`config.mk`:
```
export PLATFORM = sky130hd
export DESIGN_NAME = offset_cal_seq
export DESIGN_NICKNAME = d
export VERILOG_FILES = /design/src/rtl/offset_cal_pkg.sv /design/src/rtl/offset_cal_trig.sv /design/src/rtl/offset_cal_frame_ctr.sv /design/src/rtl/offset_cal_slot_mux.sv /design/src/rtl/offset_cal_seq.sv
export SDC_FILE = /design/constraint.sdc
export NUM_CORES = 1
export LEC_CHECK = 0
export ABC_AREA = 1
export BUFFER_PORTS_ARGS = -buffer_cell sky130_fd_sc_hd__buf_2
export CORE_UTILIZATION = 55
export DETAILED_ROUTE_END_ITERATION = 10
export HOLD_SLACK_MARGIN = 0.1
export PLACE_DENSITY = 0.87
export SKIP_LAST_GASP = 1
export SYNTH_ARGS = -nofsm -noshare
export SYNTH_HDL_FRONTEND = slang
export SYNTH_SLANG_ARGS = --single-unit
```
`constraint.sdc`:
```
create_clock -name clk_i -period 2.1 [get_ports clk_i]
set_input_delay 0.105 -clock clk_i [delete_from_list [all_inputs] [get_ports clk_i]]
set_output_delay 0.105 -clock clk_i [all_outputs]
set_load 0.03 [all_outputs]
```
`src/rtl/offset_cal_pkg.sv`:
```
package offset_cal_pkg;
  localparam int unsigned CAL_FRAMES = 194;
  localparam int unsigned POS_W      = 3;
  localparam int unsigned FLAG_SLOT  = 6;
  localparam int unsigned FLAG_BIT   = 7;

  typedef enum logic [1:0] {
    TRIG_NONE = 2'd0,
    TRIG_BOOT = 2'd1,
    TRIG_MODE = 2'd2
  } trig_src_e;
endpackage

```
`src/rtl/offset_cal_trig.sv`:
```
module offset_cal_trig
  import offset_cal_pkg::*;
(
  input  logic      clk_i,
  input  logic      rst_ni,
  input  logic      data_mode_i,
  input  logic      fsync_i,
  output trig_src_e trig_o,
  output logic      fs_rise_o
);
  logic boot_q;
  logic mode_q;
  logic fs_q;

  always_ff @(posedge clk_i or negedge rst_ni) begin
    if (!rst_ni) begin
      boot_q <= 1'b1;
      mode_q <= 1'b0;
      fs_q   <= 1'b0;
    end else begin
      boot_q <= 1'b0;
      mode_q <= data_mode_i;
      fs_q   <= fsync_i;
    end
  end

  always_comb begin
    if (boot_q)                      trig_o = TRIG_BOOT;
    else if (data_mode_i && !mode_q) trig_o = TRIG_MODE;
    else                             trig_o = TRIG_NONE;
  end

  assign fs_rise_o = fsync_i & ~fs_q;
endmodule

```
`src/rtl/offset_cal_frame_ctr.sv`:
```
module offset_cal_frame_ctr #(
  parameter int unsigned FRAMES = 194
) (
  input  logic clk_i,
  input  logic rst_ni,
  input  logic start_i,
  input  logic fs_rise_i,
  input  logic in_sel_i,
  output logic busy_o,
  output logic done_o,
  output logic in_sel_cal_o
);
  localparam int unsigned CNT_W = $clog2(FRAMES + 1);
  localparam logic [CNT_W-1:0] LAST = CNT_W'(FRAMES - 1);

  logic [CNT_W-1:0] cnt_q;

  always_ff @(posedge clk_i or negedge rst_ni) begin
    if (!rst_ni) begin
      cnt_q        <= '0;
      busy_o       <= 1'b1;
      done_o       <= 1'b0;
      in_sel_cal_o <= 1'b0;
    end else begin
      done_o <= 1'b0;
      if (start_i) begin
        cnt_q        <= '0;
        busy_o       <= 1'b1;
        in_sel_cal_o <= in_sel_i;
      end else if (busy_o && fs_rise_i) begin
        if (cnt_q == LAST) begin
          cnt_q  <= '0;
          busy_o <= 1'b0;
          done_o <= 1'b1;
        end else begin
          cnt_q <= cnt_q + 1'b1;
        end
      end
    end
  end
endmodule

```
`src/rtl/offset_cal_slot_mux.sv`:
```
module offset_cal_slot_mux #(
  parameter int unsigned POS_W     = 3,
  parameter int unsigned FLAG_SLOT = 6,
  parameter int unsigned FLAG_BIT  = 7
) (
  input  logic [POS_W-1:0] slot_idx_i,
  input  logic [POS_W-1:0] bit_idx_i,
  input  logic             busy_i,
  input  logic             sd_i,
  output logic             adi_o,
  output logic             sd_o
);
  logic at_flag;

  assign at_flag = (slot_idx_i == POS_W'(FLAG_SLOT)) && (bit_idx_i == POS_W'(FLAG_BIT));
  assign adi_o   = at_flag & busy_i;

  always_comb begin
    if (at_flag)     sd_o = busy_i;
    else if (busy_i) sd_o = 1'b0;
    else             sd_o = sd_i;
  end
endmodule

```
`src/rtl/offset_cal_seq.sv`:
```
module offset_cal_seq
  import offset_cal_pkg::*;
#(
  parameter int unsigned FRAMES = CAL_FRAMES,
  parameter int unsigned PW     = POS_W
) (
  input  logic          clk_i,
  input  logic          rst_ni,
  input  logic          data_mode_i,
  input  logic          fsync_i,
  input  logic          in_sel_i,
  input  logic [PW-1:0] slot_idx_i,
  input  logic [PW-1:0] bit_idx_i,
  input  logic          sd_i,
  output logic          cal_busy_o,
  output logic          cal_done_o,
  output logic          mute_o,
  output logic          adi_o,
  output logic          sd_o,
  output logic          in_sel_cal_o
);
  trig_src_e trig;
  logic      fs_rise;
  logic      busy;

  offset_cal_trig u_trig (
    .clk_i       (clk_i),
    .rst_ni      (rst_ni),
    .data_mode_i (data_mode_i),
    .fsync_i     (fsync_i),
    .trig_o      (trig),
    .fs_rise_o   (fs_rise)
  );

  offset_cal_frame_ctr #(.FRAMES(FRAMES)) u_ctr (
    .clk_i        (clk_i),
    .rst_ni       (rst_ni),
    .start_i      (trig != TRIG_NONE),
    .fs_rise_i    (fs_rise),
    .in_sel_i     (in_sel_i),
    .busy_o       (busy),
    .done_o       (cal_done_o),
    .in_sel_cal_o (in_sel_cal_o)
  );

  offset_cal_slot_mux #(
    .POS_W     (PW),
    .FLAG_SLOT (FLAG_SLOT),
    .FLAG_BIT  (FLAG_BIT)
  ) u_mux (
    .slot_idx_i (slot_idx_i),
    .bit_idx_i  (bit_idx_i),
    .busy_i     (busy),
    .sd_i       (sd_i),
    .adi_o      (adi_o),
    .sd_o       (sd_o)
  );

  assign cal_busy_o = busy;
  assign mute_o     = busy;
endmodule

```
==> reports/results.ini, run 1 <==
[synth]
synth_nets = 115
ys_ff_latch = 14
syn-cell-area_um2 = 774
ys_types = 19
syn_avg_cell_area_um2 = 7.67
yosysWarnings = 0
synth_cells = 101
ys_seq_area_share_pct = 45.6

[power]
seq_power_share_pct = 53.1
pwr-share-comb_pct = 10.9
power_leakage_uw = 0.000498
switching_power_uw = 124
p_clk_share_pct = 36.0
peakVddDrop_mv = 0.494
powerDensity_mw_per_mm2 = 562
power_uw = 528
p_int_uw = 404
swShare_pct = 23.5

[global_route]
grt_use_met1_pct = 28.5
antenna_found_initial = 0
grtUsageTotal_pct = 25.8
grt_use_met3_pct = 3.98
grt_pass1_wl_um = 2600
grt_use_met2_pct = 44.3
overflow = 0
grt_pass1_vias = 667
grt_max_degree = 15
busiest_layer = met2

[sta]
tns_ps = 0
layout_setup_ws_ps = 711
fmax_mhz = 720
finalSetupViolations = 0
slew_viol_final = 0
skew_ps = 1.59
rsz0062_at_grt = false
finalHoldViolCount = 0
min_period_ps = 1390
period_share_pct = 66.1

[worst_setup_path]
path_class = reg2out
critPathLaunchType = flip-flop
crit_chain = inv_1 -> o21ai_0 -> buf_2
cp_max_fo = 4
required_ps = 2000
r2r-start = u_ctr.cnt_q[1]
r2r_end = u_ctr.cnt_q[7]
cpMaxStageDelayCell = dfstp_2
slowest_delay_ps = 560
regToRegSetupSlack_ps = 820
ff2ff_path_depth = 9
worstPathArrival_ps = 1280
cp-end-kind = output port

[floorplanning]
die_w_um = 39.5
io_pins = 18
die_y_um = 39.5
dieArea_mm2 = 0.00156
start_util_pct = 59.5
core_area_mm2 = 0.00130
num_rows = 13

[clocking]
cts_resized = 0
numClockSinks = 14
cts_tree = built
clock_path_buffers = 2
clk_pin_slew_worst_paths_ps = 80
clock-root-buffer = clkbuf_4
cts_max_level = 1
clkLatencyLatePin_ps = 280
cts_made_buffers = 3

[cells_and_area]
area_growth_pct = 21.3
antenna_cells = 0
num-fill-cells = 116
seq_area_um2 = 353
final_area_um2 = 940
nets = 139
multiInputGateArea_um2 = 347
drive_above_1_share_pct = 28.2
fin_cells = 139

[placed_design]
gp_congestion = 0.893
dpl_cell_area_um2 = 863
hpwlAfterDp_um = 1190
dp_cells = 131
pre_cts_ws_ps = 837
numPortBuffers = 17

[drt]
wl_per_cell_um = 11.4
firstDrtPassIters = 5
wirelength_um = 1590
ant_nets = 0
vias = 721
viasPerCell = 5.19
drtIter0Drc = 20
drc = 0

[min_path]
holdCritPathClass = in2async

[status]
status = completed

[flow_run]
drv_cap = 0

worst max-delay path by stage:
stage              startpoint        endpoint  slack, ps  cells after the start
2_1_floorplan    u_ctr.busy_o            sd_o        550                      2
3_3_place_gp   u_ctr.cnt_q[0]  u_ctr.cnt_q[7]        870                      8
3_5_place_dp   u_ctr.cnt_q[1]  u_ctr.cnt_q[7]        840                      9
4_1_cts          u_ctr.busy_o            sd_o        700                      3
5_1_grt          u_ctr.busy_o            sd_o        590                      3
6_report         u_ctr.busy_o            sd_o        710                      3
cell usage after synthesis:
cell type   n  area share (%)
nand4_1     3             2.4
o21ai_0     5             3.2
nand3_2     2             2.6
conb_1      1            0.48
o22ai_1     1            0.81
buf_4       2             1.9
nand2_2     4             3.2
dfstp_2     2             6.8
nand3b_1    1            0.97
inv_1      13             6.3
nor2_1     10             4.8
ha_1        2             3.2
a21oi_1     3             1.9
nand2_1    27              13
nor2_2      1            0.81
inv_2       3             1.5
dfrtp_1    12              39
nand3_1     7             4.5
nor3_2      2             2.6
power by group through the flow:
| stage | clock network, uW | logic (uW) | registers, uW |
|---|---|---|---|
| after floorplan | 0 | 26.3 | 289 |
| after global routing | 210 | 65.3 | 282 |
| final | 190 | 57.5 | 281 |
| after detailed placement | 0 | 51.6 | 286 |
| after global placement | 0 | 49.8 | 285 |
| after CTS | 196 | 57.5 | 281 |
critical path: cells and delay by family, from the launching register on:
kind | cells | cell delay (ps)
buffers and inverters | 2 | 300
AO/OA/AOI/OAI | 1 | 160
flip-flops | 1 | 560
timing repair:
action                    CTS  global route
buffers inserted            0             0
hold buffers                4             0
hold endpoints to repair   17             0
placed cells by master, fill, tap and decap left out, drive strengths merged, types with 4 or more instances in the layout:
master       instances
buf                 17
clkbuf               4
dfrtp               12
dlygate4sd3          4
inv                 16
nand2               31
nand3                9
nor2                11
o21ai                5
registers in the layout, summed over array words and instances, names as in the netlist:
name,count
u_ctr.done_o,1
u_trig.mode_q,1
u_ctr.in_sel_cal_o,1
u_trig.fs_q,1
u_trig.boot_q,1
u_ctr.busy_o,1
u_ctr.cnt_q,8
through the flow:
step                      hold slack (ps)  util [%]
final                                 245      72.2
after global routing                  278      72.2
after CTS                             242      72.2
after detailed placement             9.22      66.3
after global placement               6.74      66.3
after floorplan                      -191         -
layout make-up:
class / instances / share of cell area (%)
timing repair buffer: 21 / 13.3
multi-input combinational: 69 / 36.9
inverter: 16 / 6.39
clock buffer: 4 / 3.86
sequential: 14 / 37.5
tap: 15 / 2.00
logic make-up (layout without fill, tap and decap cells):
kind of cell / Yosys count / in the layout / share of synthesized area, %
AO/OA/AOI/OAI: 9 / 9 / 5.98
adder cells (fa/ha/maj): 2 / 2 / 3.23
buffers and inverters: 18 / 41 / 9.69
flip-flops: 14 / 14 / 45.6
other: 1 / 1 / 0.484
AND/OR/NAND/NOR: 57 / 57 / 35.1
per-layer routing:
metal,vias up,share of wire (%)
met3,6,5.0
met1,332,40
met2,21,53
met5,-,0
li1,362,-
met4,0,2.1
Note: power is estimated with default switching activity, not from simulation.
==> run 2: changes to the inputs <==
--- a/config.mk
+++ b/config.mk
@@ -7,10 +7,10 @@
 export LEC_CHECK = 0
 export ABC_AREA = 1
 export BUFFER_PORTS_ARGS = -buffer_cell sky130_fd_sc_hd__buf_2
-export CORE_UTILIZATION = 55
+export CORE_UTILIZATION = 51
 export DETAILED_ROUTE_END_ITERATION = 10
 export HOLD_SLACK_MARGIN = 0.1
-export PLACE_DENSITY = 0.87
+export PLACE_DENSITY = 0.82
 export SKIP_LAST_GASP = 1
 export SYNTH_ARGS = -nofsm -noshare
 export SYNTH_HDL_FRONTEND = slang
==> constraint.sdc (replaced) <==
create_clock -name clk_i -period 1.4 [get_ports clk_i]
set_input_delay 0.07 -clock clk_i [delete_from_list [all_inputs] [get_ports clk_i]]
set_output_delay 0.07 -clock clk_i [all_outputs]
set_load 0.03 [all_outputs]
==> reports/results.ini, run 2 (synthesis results as in run 1) <==
[drt]
firstDrtPassIters = 4
wl_per_cell_um = 11.9
vias = 723
wirelength_um = 1650
drtIter0Drc = 8
drc = 0
ant_nets = 0
viasPerCell = 5.20

[placed_design]
numPortBuffers = 17
dpl_cell_area_um2 = 863
gp_congestion = 0.901
hpwlAfterDp_um = 1180

[worst_setup_path]
path_class = reg2out
ff2ff_path_depth = 9
cp_num_buf_inv = 2
worst-path-stages = 4
required_ps = 1330
worstPathArrival_ps = 1230
crit_family = flip-flops
critPathLaunchType = flip-flop
cp_max_fo = 4
cpMaxStageDelayCell = dfstp_2
slowest_delay_ps = 560
crit_chain = inv_1 -> nand3_1 -> o21ai_1 -> buf_4
cp-end-kind = output port

[cells_and_area]
largest_register_ffs = 8
final_area_um2 = 941
nets = 139
antenna_cells = 0
multiInputGateArea_um2 = 354
most-common-layout-cells = nand2_1, buf_2, inv_1
regMostFlops = u_ctr.cnt_q
layout_commonest_cell = nand2_1
seq_area_um2 = 354
num-fill-cells = 107
drive_above_1_share_pct = 28.2
area_growth_pct = 21.5

[global_route]
grt_max_degree = 15
overflow = 0
grt_pass1_vias = 619
antenna_found_initial = 0
grt_pass1_wl_um = 2590
grtUsageTotal_pct = 25.6

[clocking]
clkLatencyLatePin_ps = 290
cts_tree = built
cts_max_level = 1
cts_made_buffers = 3
post_cts_buffers = 0
numClockSinks = 14
clock_path_buffers = 2
clk_pin_slew_worst_paths_ps = 80
clock-root-buffer = clkbuf_4

[floorplanning]
core_area_mm2 = 0.00135
num_rows = 13
start_util_pct = 57.4
dieArea_mm2 = 0.00168
die_w_um = 41.0
io_pins = 18
die_y_um = 41.0

[sta]
skew_ps = 7.38
period_share_pct = 93.0
tns_ps = 0
finalHoldViolCount = 0
rsz0062_at_grt = false
finalSetupViolations = 0
fmax_mhz = 768
slew_viol_final = 0
min_period_ps = 1300

[flow_run]
drv_cap = 0

[power]
power_leakage_uw = 0.000492
powerDensity_mw_per_mm2 = 806
peakVddDrop_mv = 0.575

[status]
status = completed

[min_path]
holdCritPathClass = in2async

[run 2: routing by layer]
layer  GRT usage [%]  wire length [um]  vias to the layer above
li1                -                 -                      364
met1            28.1               648                      327
met2            43.8               853                       28
met3            8.15               115                        4
met4            12.5                34                        0
met5               0                 0                        -
[run 2: path summary, 6_finish.rpt]
check                      slack, ps                 end               start
setup reg to reg                 150      u_ctr.cnt_q[2]      u_ctr.cnt_q[1]
hold reg to reg                  470  u_ctr.in_sel_cal_o  u_ctr.in_sel_cal_o
hold / removal                   200         u_trig.fs_q              rst_ni
setup / recovery                 100                sd_o        u_ctr.busy_o
min in group clk_i               440         u_trig.fs_q             fsync_i
max in group asynchronous        900       u_trig.boot_q              rst_ni
[run 2: worst register-to-register path, stage by stage (launching register included)]
cell,delay (ps)
dfrtp_1,410
inv_1,90
ha_1,150
nand2_1,50
nor2_1,120
nand2_2,90
nand2_2,60
nand2_2,60
nand2_1,60
nor2_1,40
[run 2: power by group]
part / switching [uW] / leakage, uW / internal [uW] / total, uW
Combinational: 55.9 / 0.000297 / 34.7 / 90.6
Clock: 135 / 0.0000150 / 111 / 246
Sequential: 6.68 / 0.000180 / 415 / 422
[run 2: layout make-up]
class,instances,area share (%)
inverters,16,6.38
well taps,15,1.99
repair buffers,21,13.6
multi-input cells,69,37.6
clock buffers,4,2.79
flip-flops and latches,14,37.6
[run 2: through the flow]
step                      hold WS, ps  cells  power [uW]  worst slack, ps  util [%]
after floorplan                  -226    101         473              113         -
after global placement          -21.2    131         504              170      63.9
after detailed placement        -16.8    131         507              133      63.9
after CTS                         196    139         763             66.0      68.9
after global routing              262    139         794             10.1      69.7
final                             199    139         758             97.5      69.7
[run 2: what timing repair did]
action | CTS | global route
gates resized for setup | 0 | 4
hold buffers | 4 | 0
endpoints found under the hold margin | 18 | 0
setup endpoints to repair | 0 | 3
==> run 3: changes to the inputs <==
--- a/config.mk
+++ b/config.mk
@@ -7,10 +7,13 @@
 export LEC_CHECK = 0
 export ABC_AREA = 1
 export BUFFER_PORTS_ARGS = -buffer_cell sky130_fd_sc_hd__buf_2
-export CORE_UTILIZATION = 51
+export CORE_ASPECT_RATIO = 1.2
+export CORE_UTILIZATION = 46
 export DETAILED_ROUTE_END_ITERATION = 10
+export GPL_TIMING_DRIVEN = 0
 export HOLD_SLACK_MARGIN = 0.1
-export PLACE_DENSITY = 0.82
+export PLACE_DENSITY = 0.79
+export SKIP_CTS_REPAIR_TIMING = 1
 export SKIP_LAST_GASP = 1
 export SYNTH_ARGS = -nofsm -noshare
 export SYNTH_HDL_FRONTEND = slang
==> constraint.sdc (replaced) <==
create_clock -name clk_i -period 1.1 [get_ports clk_i]
set_input_delay 0.055 -clock clk_i [delete_from_list [all_inputs] [get_ports clk_i]]
set_output_delay 0.055 -clock clk_i [all_outputs]
set_load 0.03 [all_outputs]
==> reports/results.ini, run 3 (synthesis results as in run 1) <==
[cells_and_area]
nets = 147
largest_register_ffs = 8
drive_above_1_share_pct = 48.5
antenna_cells = 0
layout_commonest_cell = nand2_1
regMostFlops = u_ctr.cnt_q
area_growth_pct = 49.0
num-fill-cells = 100
final_util_pct = 76.8
most-common-layout-cells = nand2_1, buf_2, dfrtp_1
final_area_mm2 = 0.00115

[global_route]
antenna_found_initial = 0
grt_pass1_wl_um = 2310
grt_pass1_vias = 592
grt_max_degree = 15
grtUsageTotal_pct = 19.0
overflow = 0

[sta]
rsz0062_at_grt = true
finalSetupViolations = 14
slew_viol_final = 0
fmax_mhz = 773
finalHoldViolCount = 0
skew_ps = 4.29
tns_ps = -1380
layout_setup_ws_ps = -194
period_share_pct = 118
min_period_ps = 1290

[worst_setup_path]
cp-end-kind = output port
critPathLaunchType = flip-flop
slowest_delay_ps = 600
worstPathArrival_ps = 1240
cp_num_buf_inv = 3
required_ps = 1040
cpMaxStageDelayCell = dfstp_2
crit_chain = buf_4 -> buf_4 -> buf_6
cpMostUsedCell = buf_4
cp_max_fo = 3
crit_family = flip-flops
path_class = reg2out

[power]
power_leakage_uw = 0.000581
p_int_uw = 795
switching_power_uw = 267
peakVddDrop_mv = 0.755
seq_power_share_pct = 50.6
pwr-share-comb_pct = 13.8
swShare_pct = 25.2
p_clk_share_pct = 35.6
powerDensity_mw_per_mm2 = 920

[clocking]
cts_made_buffers = 3
clock_path_buffers = 2
clkLatencyLatePin_ps = 290
clock-root-buffer = clkbuf_4
clk_pin_slew_worst_paths_ps = 80
numClockSinks = 14
cts_tree = built
cts_max_level = 1

[floorplanning]
die_w_um = 39.5
start_util_pct = 51.6
die_y_um = 47.0
io_pins = 18
dieArea_mm2 = 0.00185
num_rows = 15
core_area_mm2 = 0.00150

[drt]
drc = 0
viasPerCell = 5.05
ant_nets = 0
vias = 753
drtIter0Drc = 11
wirelength_um = 1870
firstDrtPassIters = 4
wl_per_cell_um = 12.6

[flow_run]
drv_cap = 0

[placed_design]
hpwlAfterDp_um = 1150
pre_cts_ws_ps = -162
dpl_cell_area_um2 = 911
gp_congestion = 0.817
numPortBuffers = 17

[status]
status = finished, violations left
violations = negative setup slack

[min_path]
holdCritPathClass = in2reg

## run 3: changes by cell type in the layout (fill, tap and decap cells not counted), sizes merged
cell,previous run,this run
buf,17,25
## run 3: worst paths after layout
path / start / cells past startpoint / slack, ps / endpoint
max reg2reg: u_ctr.cnt_q[0] / 8 / -120 / u_ctr.cnt_q[6]
max in group asynchronous: rst_ni / 2 / 580 / u_ctr.busy_o
min: data_mode_i / 4 / 150 / u_ctr.done_o
min in group asynchronous: rst_ni / 2 / 230 / u_ctr.cnt_q[1]
max: u_ctr.busy_o / 3 / -190 / mute_o
min reg2reg: u_ctr.in_sel_cal_o / 2 / 470 / u_ctr.in_sel_cal_o
## run 3: layout make-up
type                    instances  area, um^2  area share [%]
multi-input cells              69         463            40.1
flip-flops and latches         14         355            30.8
repair buffers                 27         196            17.0
inverters                      16        62.6            5.42
clock buffers                   4        36.3            3.15
well taps                      17        21.3            1.84
plain buffers                   2        18.8            1.63
## run 3: layer usage
layer	share of wire [%]	vias up	GRT usage, %	wire length, um
met5	0	-	0	0
met4	2.1	0	12.4	40
met3	3.3	5	4.27	62
met2	55	17	31.1	1020
met1	40	352	22.0	744
li1	-	379	-	-
## run 3: power groups by stage
stage,combinational [uW],sequential [uW],clock [uW]
after floorplan,58.2,551,0
after global placement,108,545,0
after detailed placement,111,545,0
after CTS,111,535,380
after global routing,163,540,400
final,147,538,378
## run 3: tightest hold or removal path, stage by stage
cell and delay, ps:
buf_2 90, nand2_2 80, nand2_2 120, nor3_4 60
## run 3: through the flow
step	instances	hold slack, ps	power, uW
after detailed placement	135	-35.3	656
after global placement	135	-39.8	653
final	149	146	1060
after CTS	139	-345	1030
after global routing	149	164	1100
after floorplan	101	-241	610
